### src/rtl/spim_pkg.sv
package spim_pkg;
  // Register slots, decoded from address bits [3:2]; software depends on this layout.
  typedef enum logic [1:0] {
    SLOT_TXD  = 2'd0,  // offset 0x0: write starts an exchange
    SLOT_TXS  = 2'd1,  // offset 0x4: bit 0 = engine idle
    SLOT_RXD  = 2'd2,  // offset 0x8: received byte, read clears flag
    SLOT_RXS  = 2'd3   // offset 0xC: bit 0 = received byte waiting
  } spim_slot_e;
endpackage

### src/rtl/spim_sclk_gen.sv
module spim_sclk_gen #(
  parameter int DIV = 3
) (
  input  logic clk,
  input  logic rst_n,
  input  logic active,
  output logic sclk,
  output logic rise_evt,
  output logic fall_evt
);
  localparam int CW = (DIV > 1) ? $clog2(DIV) : 1;

  logic tick;

  generate
    if (DIV > 1) begin : g_count
      logic [CW-1:0] cnt;
      always_ff @(posedge clk or negedge rst_n) begin
        if (!rst_n)           cnt <= '0;
        else if (!active)     cnt <= '0;
        else if (tick)        cnt <= '0;
        else                  cnt <= cnt + 1'b1;
      end
      assign tick = active && (cnt == CW'(DIV - 1));
    end else begin : g_every
      assign tick = active;
    end
  endgenerate

  always_ff @(posedge clk or negedge rst_n) begin
    if (!rst_n)        sclk <= 1'b0;
    else if (!active)  sclk <= 1'b0;
    else if (tick)     sclk <= ~sclk;
  end

  assign rise_evt = tick && !sclk;
  assign fall_evt = tick &&  sclk;
endmodule

### src/rtl/spim_shift_core.sv
module spim_shift_core #(
  parameter int DATA_W = 8
) (
  input  logic              clk,
  input  logic              rst_n,
  input  logic              start,
  input  logic [DATA_W-1:0] start_data,
  input  logic              rise_evt,
  input  logic              fall_evt,
  input  logic              miso,
  output logic              busy,
  output logic              mosi,
  output logic              done,
  output logic [DATA_W-1:0] rx_byte
);
  localparam int BW = (DATA_W > 1) ? $clog2(DATA_W) : 1;
  localparam logic [BW-1:0] LAST_BIT = BW'(DATA_W - 1);

  logic [DATA_W-1:0] tx_sh;
  logic [DATA_W-1:0] rx_sh;
  logic [BW-1:0]     bit_idx;

  assign done = busy && fall_evt && (bit_idx == LAST_BIT);

  always_ff @(posedge clk or negedge rst_n) begin
    if (!rst_n) begin
      busy    <= 1'b0;
      tx_sh   <= '0;
      bit_idx <= '0;
    end else if (start) begin
      busy    <= 1'b1;
      tx_sh   <= start_data;
      bit_idx <= '0;
    end else if (busy && fall_evt) begin
      if (done) begin
        busy <= 1'b0;
      end else begin
        tx_sh   <= {tx_sh[DATA_W-2:0], 1'b0};
        bit_idx <= bit_idx + 1'b1;
      end
    end
  end

  // Capture path: shift in on each serial rising edge, MSB arrives first.
  always_ff @(posedge clk or negedge rst_n) begin
    if (!rst_n)                rx_sh <= '0;
    else if (busy && rise_evt) rx_sh <= {rx_sh[DATA_W-2:0], miso};
  end

  assign mosi    = busy & tx_sh[DATA_W-1];
  assign rx_byte = rx_sh;
endmodule

### src/rtl/spim_bus_regs.sv
module spim_bus_regs
  import spim_pkg::*;
#(
  parameter int ADDR_W = 8,
  parameter int DATA_W = 8,
  parameter int BUS_W  = 32
) (
  input  logic              clk,
  input  logic              rst_n,
  input  logic [ADDR_W-1:0] addr,
  input  logic [DATA_W-1:0] wdata,
  input  logic              we,
  input  logic              re,
  output logic [BUS_W-1:0]  rdata,
  input  logic              busy,
  input  logic              done,
  input  logic [DATA_W-1:0] rx_byte,
  output logic              start,
  output logic [DATA_W-1:0] start_data,
  output logic              rx_valid,
  output logic              rd_rxd,
  output logic              wr_txd
);
  logic       upper_zero;
  logic       aligned;
  spim_slot_e slot;
  logic [DATA_W-1:0] rx_hold;

  generate
    if (ADDR_W > 4) begin : g_upper
      assign upper_zero = (addr[ADDR_W-1:4] == '0);
    end else begin : g_flat
      assign upper_zero = 1'b1;
    end
  endgenerate

  assign slot    = spim_slot_e'(addr[3:2]);
  assign aligned = upper_zero && (addr[1:0] == 2'b00);

  assign wr_txd     = we && aligned && (slot == SLOT_TXD);
  assign rd_rxd     = re && aligned && (slot == SLOT_RXD);
  assign start      = wr_txd && !busy;
  assign start_data = wdata;

  // Completion sets the flag; a data read clears it; completion wins a tie.
  always_ff @(posedge clk or negedge rst_n) begin
    if (!rst_n)       rx_valid <= 1'b0;
    else if (done)    rx_valid <= 1'b1;
    else if (rd_rxd)  rx_valid <= 1'b0;
  end

  always_ff @(posedge clk or negedge rst_n) begin
    if (!rst_n)    rx_hold <= '0;
    else if (done) rx_hold <= rx_byte;
  end

  always_comb begin
    rdata = '0;
    if (re && aligned) begin
      unique case (slot)
        SLOT_TXD: rdata = '0;
        SLOT_TXS: rdata = BUS_W'(!busy);
        SLOT_RXD: rdata = BUS_W'(rx_hold);
        SLOT_RXS: rdata = BUS_W'(rx_valid);
        default:  rdata = '0;
      endcase
    end
  end
endmodule

### src/rtl/spim_mmio_top.sv
module spim_mmio_top #(
  parameter int DIV    = 3,
  parameter int DATA_W = 8,
  parameter int BUS_W  = 32,
  parameter int ADDR_W = 8
) (
  input  logic              clk,
  input  logic              rst_n,
  input  logic [ADDR_W-1:0] bus_addr,
  input  logic [DATA_W-1:0] bus_wdata,
  input  logic              bus_we,
  input  logic              bus_re,
  output logic [BUS_W-1:0]  bus_rdata,
  output logic              spi_sclk,
  output logic              spi_mosi,
  input  logic              spi_miso
);
  logic              busy;
  logic              xfer_done;
  logic              rise_evt;
  logic              fall_evt;
  logic              start;
  logic [DATA_W-1:0] start_data;
  logic [DATA_W-1:0] rx_byte;
  logic              rx_valid;
  logic              rd_rxd_hit;
  logic              wr_txd_hit;

  spim_bus_regs #(
    .ADDR_W(ADDR_W), .DATA_W(DATA_W), .BUS_W(BUS_W)
  ) regs_i (
    .clk        (clk),
    .rst_n      (rst_n),
    .addr       (bus_addr),
    .wdata      (bus_wdata),
    .we         (bus_we),
    .re         (bus_re),
    .rdata      (bus_rdata),
    .busy       (busy),
    .done       (xfer_done),
    .rx_byte    (rx_byte),
    .start      (start),
    .start_data (start_data),
    .rx_valid   (rx_valid),
    .rd_rxd     (rd_rxd_hit),
    .wr_txd     (wr_txd_hit)
  );

  spim_sclk_gen #(.DIV(DIV)) clk_i (
    .clk      (clk),
    .rst_n    (rst_n),
    .active   (busy),
    .sclk     (spi_sclk),
    .rise_evt (rise_evt),
    .fall_evt (fall_evt)
  );

  spim_shift_core #(.DATA_W(DATA_W)) core_i (
    .clk        (clk),
    .rst_n      (rst_n),
    .start      (start),
    .start_data (start_data),
    .rise_evt   (rise_evt),
    .fall_evt   (fall_evt),
    .miso       (spi_miso),
    .busy       (busy),
    .mosi       (spi_mosi),
    .done       (xfer_done),
    .rx_byte    (rx_byte)
  );
endmodule

### config.mk
export PLATFORM = sky130hd
export DESIGN_NAME = spim_mmio_top
export DESIGN_NICKNAME = d
export VERILOG_FILES = /design/src/rtl/spim_pkg.sv /design/src/rtl/spim_sclk_gen.sv /design/src/rtl/spim_shift_core.sv /design/src/rtl/spim_bus_regs.sv /design/src/rtl/spim_mmio_top.sv
export SDC_FILE = /design/constraint.sdc
export NUM_CORES = 1
export LEC_CHECK = 0
export ABC_AREA = 1
export BUFFER_PORTS_ARGS = -buffer_cell sky130_fd_sc_hd__buf_2
export CORE_ASPECT_RATIO = 2
export CORE_MARGIN = 2
export CORE_UTILIZATION = 51
export CTS_CLUSTER_DIAMETER = 150
export DETAILED_ROUTE_END_ITERATION = 8
export GPL_ROUTABILITY_DRIVEN = 0
export PLACE_DENSITY = 0.8
export SLEW_MARGIN = 30
export SYNTH_ARGS = -nofsm -noshare
export SYNTH_HDL_FRONTEND = slang
export SYNTH_SLANG_ARGS = --single-unit
### constraint.sdc
create_clock -name clk -period 1.7 [get_ports clk]
set_input_delay 0.255 -clock clk [delete_from_list [all_inputs] [get_ports clk]]
set_output_delay 0.255 -clock clk [all_outputs]
set_load 0.005 [all_outputs]
Word-level counts from Yosys, hierarchy flattened
Index checks and enable logic that the tools add are counted.
{"block": "totals", "word_cells": 58, "in_bits": 21, "out_inout_bits": 34, "reg_bits": 32}
{"block": "classes", "n_eq_ne": 7, "n_addsub": 2, "bitwise_logic": 2, "mux": 17, "reduce_logical": 22}
{"cell": "$pmux 32 s4", "count": 1}
{"cell": "$mux 32", "count": 1}
{"cell": "$mux 8", "count": 3}
{"cell": "$logic_and 1x1->1", "count": 12}
{"cell": "$mux 3", "count": 3}
{"cell": "$mux 1", "count": 7}
{"cell": "$eq 2x2->1 const B", "count": 3}
{"cell": "$reduce_bool 2->1", "count": 3}
{"cell": "$logic_not 2->1", "count": 2}
{"cell": "$logic_not 4->1", "count": 1}
{"cell": "$mux 2", "count": 2}
{"cell": "$reduce_and 2->1", "count": 2}
{"cell": "$add 3x1->3 const B", "count": 1}
{"cell": "$eq 3x3->1 const B", "count": 1}
{"cell": "$add 2x1->2 const B", "count": 1}
{"cell": "$eq 2x1->1 const B", "count": 1}
{"cell": "$logic_not 1->1", "count": 2}
{"cell": "$ne 2x1->1 const B", "count": 1}
{"cell": "$ne 2x2->1 const B", "count": 1}
{"cell": "$and 1x1->1", "count": 1}
{"cell": "$not 1->1", "count": 1}

Logic depth before layout (Yosys ltp)
{"block": "logic_depth", "depth_word": 8, "mapped_depth": 7, "ltp_nobuf": 7}

By module
A second synthesis with hierarchy kept.
{"block": "hier_totals", "cells_unflattened": 231, "hier_area_um2": 1855.5}
{"mod": "spim_shift_core", "cells_per_inst": 119, "seq_area_each_um2": 500.5, "n_inst": 1, "area_per_inst_um2": 989.7}
{"mod": "spim_bus_regs", "cells_per_inst": 98, "seq_area_each_um2": 225.2, "n_inst": 1, "area_per_inst_um2": 734.5}
{"mod": "spim_sclk_gen", "cells_per_inst": 14, "seq_area_each_um2": 75.1, "n_inst": 1, "area_per_inst_um2": 131.4}

Worst setup path after synthesis
Ideal clock, no wire load.
{"block": "synth_timing", "path_type": "register to register", "start": "register core_i.bit_idx[0]", "end": "register core_i.tx_sh[2]", "path_stages_with_launch": 8, "t_arrival_ps": 1270, "setup_ps": 122, "slack_ps": 308, "period_less_slack_ps": 1392, "n_path_buf": 1, "cell_sequence": "dfrtp_1 -> ha_1 -> ha_1 -> inv_1 -> nand4_1 -> buf_6 -> nand3_2 -> nand3_2"}
{"block": "synth_via", "elab_chain_cells": 4}
{"item": "from (decl)", "line_no": "spim_shift_core.sv:21", "source": "logic [BW-1:0] bit_idx;"}
{"item": "from (signal assigned)", "line_no": "spim_shift_core.sv:39", "source": "bit_idx <= bit_idx + 1'b1;"}
{"item": "$eq 3x3->1", "line_no": "spim_shift_core.sv:23", "source": "assign done = busy && fall_evt && (bit_idx == LAST_BIT);"}
{"item": "$logic_and 1x1->1", "line_no": "spim_shift_core.sv:23"}
{"item": "$ne 2x1->1 (no line)"}
{"item": "$reduce_and 2->1 (no line)"}
{"item": "to (signal assigned)", "line_no": "spim_shift_core.sv:32", "source": "tx_sh <= start_data;"}
{"item": "to (signal assigned)", "line_no": "spim_shift_core.sv:38", "source": "tx_sh <= {tx_sh[DATA_W-2:0], 1'b0};"}
{"item": "to (decl)", "line_no": "spim_shift_core.sv:19", "source": "logic [DATA_W-1:0] tx_sh;"}
Every way passes these cells.
A chain may end at the register's enable or synchronous reset.

Worst setup path after layout
{"block": "layout_timing", "start": "register core_i.bit_idx[0]", "end": "register core_i.bit_idx[0]"}
{"block": "layout_via", "elab_chain_cells": 4}
{"item": "$add 3x1->3 / $eq 3x3->1 (equally long branches)", "line_no": "spim_shift_core.sv:39, spim_shift_core.sv:23"}
{"item": "$mux 3 / $logic_and 1x1->1 (equally long branches)", "line_no": "spim_shift_core.sv:35, spim_shift_core.sv:23"}
{"item": "$mux 3 / $ne 2x1->1 (equally long branches)"}
{"item": "$mux 3 / $reduce_and 2->1 (equally long branches)"}
Several ways; a longest one is shown, not always the timed one. The select of a mux whose other input is x is not followed.

==> impl.org <==
** Logic synthesis
- Among all flip-flop cells after synthesis, the most frequent one is dfrtp_1.
- Proportion of synthesized flip-flops having asynchronous set or reset :: 100%
- Number of library cell types mapped by synthesis :: 25
- The synthesized design contains 0 enable-type register cells.
- Cell count after synthesis :: between 150 and 200
- Seq/Total Area, Yosys :: 45.0%
- Averaged over all synthesized cells, the footprint is just over 9 um^2.
- Of the post-synthesis cell area, the dominant cell type holds between 40% and 50%.
- Area leader, netlist :: dfrtp_1
- After synthesis the cells add up to 0.00178 mm^2.
- Synthesis-stage register bit count :: 32
- Yosys warns :: 0
- After synthesis, the cell types taking the most area are dfrtp_1 (45%), buf_4 (10%), nand3_2 (7.3%).

** Timing
- Remaining max-slew budget at the tightest pin :: approximately 53%
- Actual transition at the worst max-transition pin :: 0.707 ns
- Clock skew on the completed layout was measured at ~0.004 ns.
- Summed over all failing endpoints, the final setup total negative slack is 0 ns.
- Setup repair after global routing left no endpoint under its margin.
- Final clock period utilization by the worst path :: 92.6%
- Fmax achieved :: ~640 MHz
- Setup violations remaining at the end of the flow were counted as 0.
- The max-slew violation count came to 0.
- Subtracting the final worst setup slack from the clock period gives roughly 1.6 ns.
- The hold violation total from the final report came to 0.

** Worst setup path
- Worst setup path startpoint :: core_i.bit_idx[0]
- Critical Path End :: core_i.bit_idx[0]
- R2R cell count :: 7
- Counting stages on the worst path, the most repeated cell is ha_1.
- The endpoint identified for the worst register-to-register timing path is core_i.bit_idx[0].
- The worst setup path is launched from a flip-flop.
- Kind of end point of the critical path :: flip-flop
- The worst register-to-register path begins at core_i.bit_idx[0].
- In this run the worst path has a maximum fanout of 5.
- Worst-case register-to-register setup slack :: between 0.1 and 0.15 ns
- Endpoint required time on the critical path :: roughly 1.9 ns
- Among all stages on the critical path, the largest delay is contributed by dfrtp_1.
- Data on the critical path arrives at its endpoint at approximately 1.7 ns.
- Critical setup path kind :: flip-flop to flip-flop
- Ordered list of cells on the worst path :: ha_1 > ha_1 > inv_1 > nand4_1 > buf_4 > nand3_1 > o21ai_0
- Crit-path max cell delay :: roughly 0.40 ns

** Drt
- In the routed layout, each cell is associated on average with a via count of roughly 4.9.
- The first detailed-routing pass ran for 4 iterations.
- The detail route stage leaves a number of antenna-violating nets equal to 0.
- Vias after detailed routing :: between 1000 and 1500
- After detailed routing, the number of remaining DRC violations is 0.
- WL per Instance :: ~12 um
- The first routing iteration left 17 violations.
- WL final :: approximately 3.2 mm

** Cells and area
- The number of antenna diodes in the final layout is 0.
- Relative to the synthesized area, the layout overhead comes to 9.84%.
- The net count of the finished layout is ~250.
- At the end of the flow the core is filled with cells to around 58%.
- Share of layout cells above drive strength 1 :: between 30% and 40%

** Clock tree
- Buffers inserted to repair hold after CTS numbered 0.
- For the worst-skew pair, the clock arrives at the later sink with an insertion delay of 0.28 ns.
- The H-tree was split into 2 levels.
- Buffer type at the clock tree root :: clkbuf_8
- No sink is reached through more buffers than the 2 on the longest clock path.
- After clock tree synthesis, the clock-pin slew on the worst setup and hold paths is 0.07 ns.
- Number of clock buffers inserted by TritonCTS :: 5
- CTS saw 32 sinks.
- Clock tree from TritonCTS :: built

** Outcome
- The run finished with clean final reports.

** Pwr
- Peak ir drop on the vdd network :: between 0.0004 and 0.0005 V
- Total power after layout :: 1.54 mW
- P per Cell Area :: around 790 mW/mm^2
- Static leakage power :: around 1.0 nW

** Placed design
- Count of input and output buffers :: 30
- Placed wire-length estimate :: around 2.4 mm

** Global routing
- Tot GR Track Use :: roughly a fifth
- The number of global-route vias before repair was between 1000 and 1500.
- The first global-routing pass estimated around 5.4 mm of wire.
- Summed over all layers, the global routing overflow is 0.
- Maximum number of pins on one net before global-route repair :: 33
- The initial antenna violation count is 0.

** Die
- In this run the core area contains 30 standard-cell rows.
- Initial cell density of the core :: 52.7%
- The die is about 88 um tall.
- IO Count :: between 50 and 60
- After floorplanning, the core was sized to cover around 0.0034 mm^2.
- The floorplan step set the die width to 45.8 um.
- The die covers about 0.0040 mm^2.

** Job
- The tool flagged a number of max-cap violations equal to 0.

** Hold path
- In this run the worst hold path is classified as primary input to asynchronous set/reset pin.
## report_power, final
| part | internal (mW) | switching [mW] | total, mW |
|---|---|---|---|
| logic | 0.0497 | 0.0804 | 0.130 |
| clock network | 0.322 | 0.275 | 0.597 |
| registers | 0.790 | 0.0206 | 0.811 |
## routing by layer
metal  part of all wire (%)  routed length (um)  up-vias  global-route usage, %
li1                       -                   -      634                      -
met1                     39                1220      585                   21.0
met2                     53                1680       49                   31.6
met3                    5.7                 181        8                   3.92
met4                    3.0                  94        0                   10.9
met5                      0                   0        -                      0
## cell usage after synthesis (5+ instances only)
| master | number |
|---|---|
| buf_4 | 24 |
| buf_6 | 5 |
| dfrtp_1 | 32 |
| inv_1 | 21 |
| nand2_1 | 33 |
| nand3_1 | 16 |
| nand3_2 | 13 |
| nor2_1 | 14 |
| o21ai_0 | 5 |
| o21ai_1 | 7 |
| o21ai_2 | 7 |
## sequential cells by signal, summed over array words and instances (netlist names)
| name | count |
|---|---|
| core_i.tx_sh | 8 |
| clk_i.sclk | 1 |
| regs_i.rx_valid | 1 |
| clk_i.g_count.cnt | 2 |
| core_i.rx_byte | 8 |
| core_i.bit_idx | 3 |
| core_i.busy | 1 |
| regs_i.rx_hold | 8 |
## cell usage in the layout, fill, tap and decap left out
cell type	n
nor2_8	1
dfrtp_1	32
buf_2	30
or2_1	1
nand3_4	1
nor3_1	1
o21ai_1	7
clkbuf_8	6
nand2_4	1
buf_4	3
nand4_1	1
nand3_2	13
o21ai_0	5
conb_1	24
nand2_2	2
nor2_1	14
nand3_1	16
nand2_1	33
or2_4	1
nor2_4	2
a21oi_1	2
inv_1	21
buf_12	1
ha_1	2
inv_2	2
o21ai_2	7
clkinv_2	2
## kinds of logic (layout without fill, tap and decap cells)
family	count (synthesis)	after routing	share of synthesized area [%]
simple gates	87	87	27.9
buf+inv	52	65	18.1
flops	32	32	45.0
compound gates	21	21	7.38
fa+ha+maj	2	2	1.41
other cells	1	24	0.211
## critical path, delay by kind of cell (launching register included)
kind / cells / cell delay [ns]
adder cells (fa/ha/maj): 2 / 0.41
buffers and inverters: 2 / 0.26
AND/OR/NAND/NOR: 2 / 0.26
flip-flops: 1 / 0.40
AO/OA/AOI/OAI: 1 / 0.11
## metrics by stage
| stage | setup WS, ns | cells | area [um^2] | hold WS, ns |
|---|---|---|---|---|
| after global routing | 0.00982 | 263 | 1960 | 0.0722 |
| after floorplan | 0.308 | 218 | 1870 | -0.0406 |
| after detailed placement | 0.100 | 254 | 1860 | 0.351 |
| after global placement | 0.189 | 254 | 1860 | 0.346 |
| final | 0.126 | 263 | 1960 | 0.0174 |
| after CTS | 0.0958 | 262 | 1950 | 0.0394 |
## layout make-up
class	instances	area, um^2
Multi-Input combinational cell	134	743
Tap cell	32	40.0
Inverter	23	86.3
Timing Repair Buffer	34	193
Sequential cell	32	801
Clock inverter	2	10.0
Fill cell	323	1420
Clock buffer	6	82.6
## timing repair
item                       4_1_cts  5_1_grt
buffers inserted                 0        1
resized for setup                0        1
setup endpoints to repair        0        4
## worst min-delay path by stage
stage	to	cells past startpoint	slack (ns)
after floorplan	clk_i.g_count.cnt[0]	0	-0.04
after global placement	clk_i.g_count.cnt[0]	1	0.35
after detailed placement	clk_i.sclk	1	0.35
after CTS	clk_i.sclk	1	0.04
after global routing	clk_i.sclk	1	0.07
final	clk_i.sclk	1	0.02
(Power assumes the default switching activity.)
